`src/rtl/ntsram_pkg.sv`:
```
package ntsram_pkg;

   typedef enum logic [1:0] {
      OP_NOP = 2'd0,
      OP_RD  = 2'd1,
      OP_WR  = 2'd2
   } op_e;

   // Low two address bits of a burst beat
   function automatic logic [1:0] beat_low(input logic [1:0] start,
                                           input logic [1:0] beat,
                                           input logic       linear);
      return linear ? 2'(start + beat) : (start ^ beat);
   endfunction

endpackage

```
`src/rtl/ntsram_seq.sv`:
```
module ntsram_seq
   import ntsram_pkg::*;
#(
   parameter int ADDR_W = 6
) (
   input  logic              clk,
   input  logic              rst_n,
   input  logic              clk_en,
   input  logic              sel0_n,
   input  logic              sel1,
   input  logic              sel2_n,
   input  logic              sleep,
   input  logic              adv,
   input  logic              rd_wr_n,
   input  logic              burst_lin,
   input  logic [ADDR_W-1:0] addr,
   output op_e               iss_op,
   output logic [ADDR_W-1:0] iss_addr
);

   if (ADDR_W < 3) begin : g_bad_addr
      $error("ntsram_seq: ADDR_W must be at least 3");
   end

   logic              sel_ok, take;
   logic              b_act, b_lin;
   op_e               b_op;
   logic [ADDR_W-1:0] b_base;
   logic [1:0]        b_cnt, nxt_cnt;

   assign sel_ok  = !sel0_n && sel1 && !sel2_n;
   assign take    = sel_ok && !sleep;
   assign nxt_cnt = 2'(b_cnt + 2'd1);

   always_comb begin
      iss_op   = OP_NOP;
      iss_addr = addr;
      if (!adv) begin
         if (take) iss_op = rd_wr_n ? OP_RD : OP_WR;
      end else begin
         iss_addr = {b_base[ADDR_W-1:2], beat_low(b_base[1:0], nxt_cnt, b_lin)};
         if (b_act && !sleep) iss_op = b_op;
      end
   end

   always_ff @(posedge clk or negedge rst_n) begin
      if (!rst_n) begin
         b_act  <= 1'b0;
         b_lin  <= 1'b0;
         b_op   <= OP_NOP;
         b_base <= '0;
         b_cnt  <= '0;
      end else if (clk_en) begin
         if (!adv) begin
            b_act  <= take;
            b_lin  <= burst_lin;
            b_op   <= rd_wr_n ? OP_RD : OP_WR;
            b_base <= addr;
            b_cnt  <= '0;
         end else if (sleep) begin
            b_act <= 1'b0;
         end else if (b_act) begin
            b_cnt <= nxt_cnt;
         end
      end
   end


   desel_nop_chk: assert property (@(posedge clk) disable iff (!rst_n)
      (!adv && (sel0_n || !sel1 || sel2_n)) |-> (iss_op == OP_NOP));


   beat_step_chk: assert property (@(posedge clk) disable iff (!rst_n)
      (clk_en && adv && b_act && !sleep) |=> (b_cnt == 2'($past(b_cnt) + 2'd1)));


   sleep_nop_chk: assert property (@(posedge clk) disable iff (!rst_n)
      sleep |-> (iss_op == OP_NOP));

endmodule

```
`src/rtl/ntsram_core.sv`:
```
module ntsram_core
   import ntsram_pkg::*;
#(
   parameter int ADDR_W = 6,
   parameter int DATA_W = 32
) (
   input  logic              clk,
   input  logic              rst_n,
   input  logic              clk_en,
   input  op_e               iss_op,
   input  logic [ADDR_W-1:0] iss_addr,
   input  logic [3:0]        lane_we_n,
   input  logic [DATA_W-1:0] din,
   output logic [DATA_W-1:0] rdata,
   output logic              rd_vld
);

   localparam int LANES  = 4;
   localparam int LANE_W = DATA_W / LANES;
   localparam int DEPTH  = 1 << ADDR_W;

   if (DATA_W != 32 && DATA_W != 36) begin : g_bad_width
      $error("ntsram_core: DATA_W must be 32 or 36");
   end

   op_e                           s1_op, s2_op;
   logic [ADDR_W-1:0]             s1_addr, s2_addr;
   logic [LANES-1:0]              s1_be, s2_be;
   logic                          wr_go, hit;
   logic [LANES-1:0][LANE_W-1:0]  rd_lane;

   always_ff @(posedge clk or negedge rst_n) begin
      if (!rst_n) begin
         s1_op   <= OP_NOP;
         s2_op   <= OP_NOP;
         s1_addr <= '0;
         s2_addr <= '0;
         s1_be   <= '0;
         s2_be   <= '0;
      end else if (clk_en) begin
         s1_op   <= iss_op;
         s1_addr <= iss_addr;
         s1_be   <= ~lane_we_n;
         s2_op   <= s1_op;
         s2_addr <= s1_addr;
         s2_be   <= s1_be;
      end
   end

   assign wr_go = clk_en && (s2_op == OP_WR);
   assign hit   = (s2_op == OP_WR) && (s2_addr == s1_addr);

   for (genvar g = 0; g < LANES; g++) begin : g_lane
      logic [LANE_W-1:0] bank [DEPTH];
      logic [LANE_W-1:0] wd;

      assign wd = din[g*LANE_W +: LANE_W];

      always_ff @(posedge clk) begin
         if (wr_go && s2_be[g]) bank[s2_addr] <= wd;
      end

      assign rd_lane[g] = (hit && s2_be[g]) ? wd : bank[s1_addr];
   end

   always_ff @(posedge clk or negedge rst_n) begin
      if (!rst_n) begin
         rd_vld <= 1'b0;
         rdata  <= '0;
      end else if (clk_en) begin
         rd_vld <= (s1_op == OP_RD);
         if (s1_op == OP_RD) rdata <= rd_lane;
      end
   end


   rd_pipe_chk: assert property (@(posedge clk) disable iff (!rst_n)
      (clk_en && s1_op == OP_RD) |=> rd_vld);


   wr_shift_chk: assert property (@(posedge clk) disable iff (!rst_n)
      (clk_en && s1_op == OP_WR) |=> (s2_op == OP_WR && s2_addr == $past(s1_addr)));


   hold_chk: assert property (@(posedge clk) disable iff (!rst_n)
      !clk_en |=> ($stable(rd_vld) && $stable(rdata) && $stable(s1_op) && $stable(s2_op)));

endmodule

```
`src/rtl/ntsram.sv`:
```
module ntsram
   import ntsram_pkg::*;
#(
   parameter int ADDR_W = 6,
   parameter int DATA_W = 32
) (
   input  logic              clk,
   input  logic              rst_n,
   input  logic              clk_en,
   input  logic              sel0_n,
   input  logic              sel1,
   input  logic              sel2_n,
   input  logic              sleep,
   input  logic              adv,
   input  logic              rd_wr_n,
   input  logic              burst_lin,
   input  logic [ADDR_W-1:0] addr,
   input  logic [3:0]        lane_we_n,
   input  logic [DATA_W-1:0] din,
   input  logic              oe_n,
   output logic [DATA_W-1:0] dout,
   output logic              dout_en
);

   op_e               iss_op;
   logic [ADDR_W-1:0] iss_addr;
   logic [DATA_W-1:0] rdata;
   logic              rd_vld;

   ntsram_seq #(.ADDR_W(ADDR_W)) seq_i (
      .clk       (clk),
      .rst_n     (rst_n),
      .clk_en    (clk_en),
      .sel0_n    (sel0_n),
      .sel1      (sel1),
      .sel2_n    (sel2_n),
      .sleep     (sleep),
      .adv       (adv),
      .rd_wr_n   (rd_wr_n),
      .burst_lin (burst_lin),
      .addr      (addr),
      .iss_op    (iss_op),
      .iss_addr  (iss_addr)
   );

   ntsram_core #(.ADDR_W(ADDR_W), .DATA_W(DATA_W)) core_i (
      .clk       (clk),
      .rst_n     (rst_n),
      .clk_en    (clk_en),
      .iss_op    (iss_op),
      .iss_addr  (iss_addr),
      .lane_we_n (lane_we_n),
      .din       (din),
      .rdata     (rdata),
      .rd_vld    (rd_vld)
   );

   assign dout    = rdata;
   assign dout_en = rd_vld && !oe_n;

endmodule

```
`config.mk`:
```
export PLATFORM = sky130hd
export DESIGN_NAME = ntsram
export DESIGN_NICKNAME = d
export VERILOG_FILES = /design/src/rtl/ntsram_pkg.sv /design/src/rtl/ntsram_seq.sv /design/src/rtl/ntsram_core.sv /design/src/rtl/ntsram.sv
export SDC_FILE = /design/constraint.sdc
export NUM_CORES = 2
export LEC_CHECK = 0
export BUFFER_PORTS_ARGS = -buffer_cell sky130_fd_sc_hd__buf_2
export CAP_MARGIN = 15
export CELL_PAD_IN_SITES_DETAIL_PLACEMENT = 2
export CELL_PAD_IN_SITES_GLOBAL_PLACEMENT = 2
export CORE_UTILIZATION = 50
export DETAILED_ROUTE_END_ITERATION = 16
export HOLD_SLACK_MARGIN = 0.05
export MAX_ROUTING_LAYER = met4
export PLACE_DENSITY_LB_ADDON = 0.1
export SLEW_MARGIN = 20
export SYNTH_ARGS = -nofsm -noshare
export SYNTH_HDL_FRONTEND = slang
export SYNTH_SLANG_ARGS = --single-unit
```
`constraint.sdc`:
```
create_clock -name clk -period 2.9 [get_ports clk]
set_clock_uncertainty 0.05 [all_clocks]
set_input_delay 0.435 -clock clk [delete_from_list [all_inputs] [get_ports clk]]
set_output_delay 0.435 -clock clk [all_outputs]
set_load 0.02 [all_outputs]
```
==> reports/metrics.cfg <==
[status]
outcome = complete, but fails checks
violations = setup timing

[grt]
grt_pass1_vias = 49810
overflow = 0
grt_pass1_wl_mm = 450.2
met1_usage = 0.5158
grt-busiest-layer = met2
grt_max_degree = 66
antenna_found_initial = 30
use_met3 = 0.07977
grt_util_met2 = 0.6522
track_usage = 0.4135

[critical_path]
arrival_ns = 3.57
crit_type = reg -> reg
cp-start-kind = flip-flop
crit_required_ns = 3.36
path_cells = and3b_1, nand2_1, nor2_2
crit_buf_inv = 0
crit_fanout = 10
end_kind = flip-flop
critical-path-top-delay-family = simple AND/OR/NAND/NOR gates
critPathMaxStageDelay_ns = 0.79
crit_slowest_cell = nor2_2

[layout]
fin_nets = 4573
stdcell_count = 6915
drive_above_1_share = 0.3597
finalInstanceArea_mm2 = 0.09752
area_delta_synth_final_pct = 18.58
fillCellCount = 12970

[die]
die_h_um = 407.6
ios = 86
die_x_um = 407.6
num_rows = 148
die-area_mm2 = 0.1661
initial_core_util = 0.5047
core_area_mm2 = 0.1630

[sta]
hold_viol = 0
worst_slack_ns = -0.2069
maxSlewViolCount = 0
maxSlewHeadroom = 0.1126
min_period_ns = 3.107
whs_ns = 0.07783
min_period_over_period = 1.071
worst_slew_pin_slew_ns = 1.331
final-setup-viol-count = 130
max_freq_ghz = 0.3219

[detailed_routing]
drc_errors = 0
vias = 48740
viasPerCell = 7.048
antenna_left = 0
drt_iter0_drc = 8460
wirelength_mm = 335.5
routedWlPerCell_um = 48.52
firstDrtPassIters = 5

[clock_tree]
cts_made_buffers = 213
clk_latency_ns = 0.93
clk_pin_slew_ns = 0.07
cts_root_buf = clkbuf_16
clockBufferDepth = 3
htreeDepth = 4
cts_sinks = 2117
tritoncts = yes

[power]
p_leak_nw = 31.74
p_sw_mw = 21.29
power_frac_comb = 0.157
p_int_mw = 54.89
sw_frac_of_total = 0.2795
power.density_mw_per_mm2 = 781.2
power.share.sequential = 0.452
clkPwrFrac = 0.391
vdd_ir_drop_max_uv = 798.3

[logic_synthesis]
ys_seq_area_frac = 0.7688
synth-seq-cells = 2117
synthDistinctLibCells = 54
async_flop_share = 0.03259
synth_top_area_share = 0.7478
ys_top_cells_by_area = edfxtp_1, mux4_2, dfrtp_1
synthesis.area_mm2 = 0.08224
synthCells = 3885
synth_ff_type = edfxtp_1
yosys_warnings = 0
avgSynthCellArea_um2 = 21.17
synth_common_cells = edfxtp_1, mux4_2, nor2_1, nand2_1, clkbuf_1
yosys.area.top_type = edfxtp_1
synth_edf_count = 2048
synth_fp_nets = 3939
synth_most_common_cell = edfxtp_1

[place]
place_area_mm2 = 0.08857
hpwlAfterDp_mm = 190.9
place.gp.congestion = 0.8979
io_buffers = 85
dp_cells = 6384

[hold_path]
hold_class = in -> reg

[run]
cap_violations = 0

-- registers in the layout, indices dropped and copies added, names as in the netlist, 4 cells and up --
signal and flops:
seq_i.b_base 6, core_i.g_lane.bank 2048, core_i.s1_be 4, core_i.s2_be 4
core_i.s1_addr 6, core_i.s2_addr 6, core_i.rdata 32
-- layout by cell type (no fill, tap or decap), types with 16 or more instances in the layout --
master / count
nand2_1: 135
dlygate4sd3_1: 25
bufinv_16: 22
dfrtp_1: 63
buf_2: 82
clkinv_2: 43
nor2_1: 227
edfxtp_1: 2048
clkbuf_16: 222
buf_4: 466
a22oi_1: 84
clkinv_1: 31
clkbuf_1: 47
diode_2: 36
nor3_1: 18
clkbuf_8: 16
mux2i_1: 58
mux2_2: 36
a22oi_2: 16
nand3_1: 21
mux4_2: 540
a21oi_1: 71
nor2_2: 70
buf_12: 52
o22ai_1: 18
-- worst register-to-register path: cells and delay by family, from the launching register on --
family,cells,cell delay [ns]
DFF,1,0.72
and+or+nand+nor,3,1.95
-- power groups by stage --
stage,clock (mW),sequential [mW],combinational [mW]
3_3_place_gp,0,35.0,9.82
5_1_grt,30.6,34.4,12.1
2_1_floorplan,0,34.8,5.59
3_5_place_dp,0,35.0,10.3
6_report,29.8,34.4,11.9
4_1_cts,29.0,34.4,11.1
-- cell families after synthesis --
group / Yosys count / synth area share
XOR/XNOR: 9 / 0.0009585
flip-flops: 2117 / 0.7688
multiplexers: 644 / 0.1611
AO/OA/AOI/OAI: 298 / 0.02486
adder cells (fa/ha/maj): 1 / 0.0001521
AND/OR/NAND/NOR: 568 / 0.02921
buffers and inverters: 248 / 0.01496
-- what timing repair did --
item | CTS | global route
gates cloned | 6 | 4
resized for setup | 83 | 99
setup endpoints to repair | 250 | 362
hold buffers | 25 | 0
hold endpoints to repair | 190 | 0
pin swaps | 6 | 8
setup buffers | 19 | 41
-- per-stage QoR --
stage,util,worst slack (ns),TNS (ns),power [mW]
floorplan,-,0.5031,0,40.39
global placement,0.5435,-0.09355,-0.1771,44.77
detailed placement,0.5435,-0.2319,-4.945,45.33
CTS,0.5930,-0.1185,-0.1740,74.55
global route,0.5984,-0.05741,-1.333,77.10
finish,0.5985,-0.2069,-9.779,76.18
-- routing by layer --
metal / vias to the layer above / routed length [um]
li1: 17450 / -
met1: 26390 / 117800
met2: 3999 / 163000
met3: 900 / 34220
met4: 0 / 20510
met5: - / 0
-- worst paths after layout --
check | startpoint | end | slack (ns) | cells after the start
min in group asynchronous | rst_n | core_i.rdata[10] | 0.20 | 2
max in group asynchronous | rst_n | core_i.s1_addr[0] | 1.67 | 2
max reg2reg | core_i.s2_addr[4] | core_i.g_lane[2].bank[24][4] | -0.21 | 3
min | din[7] | core_i.g_lane[0].bank[27][7] | 0.08 | 1
max | core_i.s2_addr[4] | core_i.g_lane[2].bank[24][4] | -0.21 | 3
min reg2reg | core_i.s1_be[0] | core_i.s2_be[0] | 0.47 | 1
-- layout make-up --
| type | instances | area (um^2) | share of cell area |
|---|---|---|---|
| clock inverters | 119 | 1207 | 0.01238 |
| multi-input cells | 1520 | 18440 | 0.1891 |
| flip-flops and latches | 2117 | 63240 | 0.6485 |
| inverters | 11 | 41.29 | 0.0004234 |
| diodes | 36 | 90.09 | 0.0009237 |
| well taps | 2175 | 2721 | 0.02790 |
| clock buffers | 281 | 5852 | 0.06000 |
| repair buffers | 656 | 5928 | 0.06079 |
Note: power is estimated with default switching activity, not from simulation.
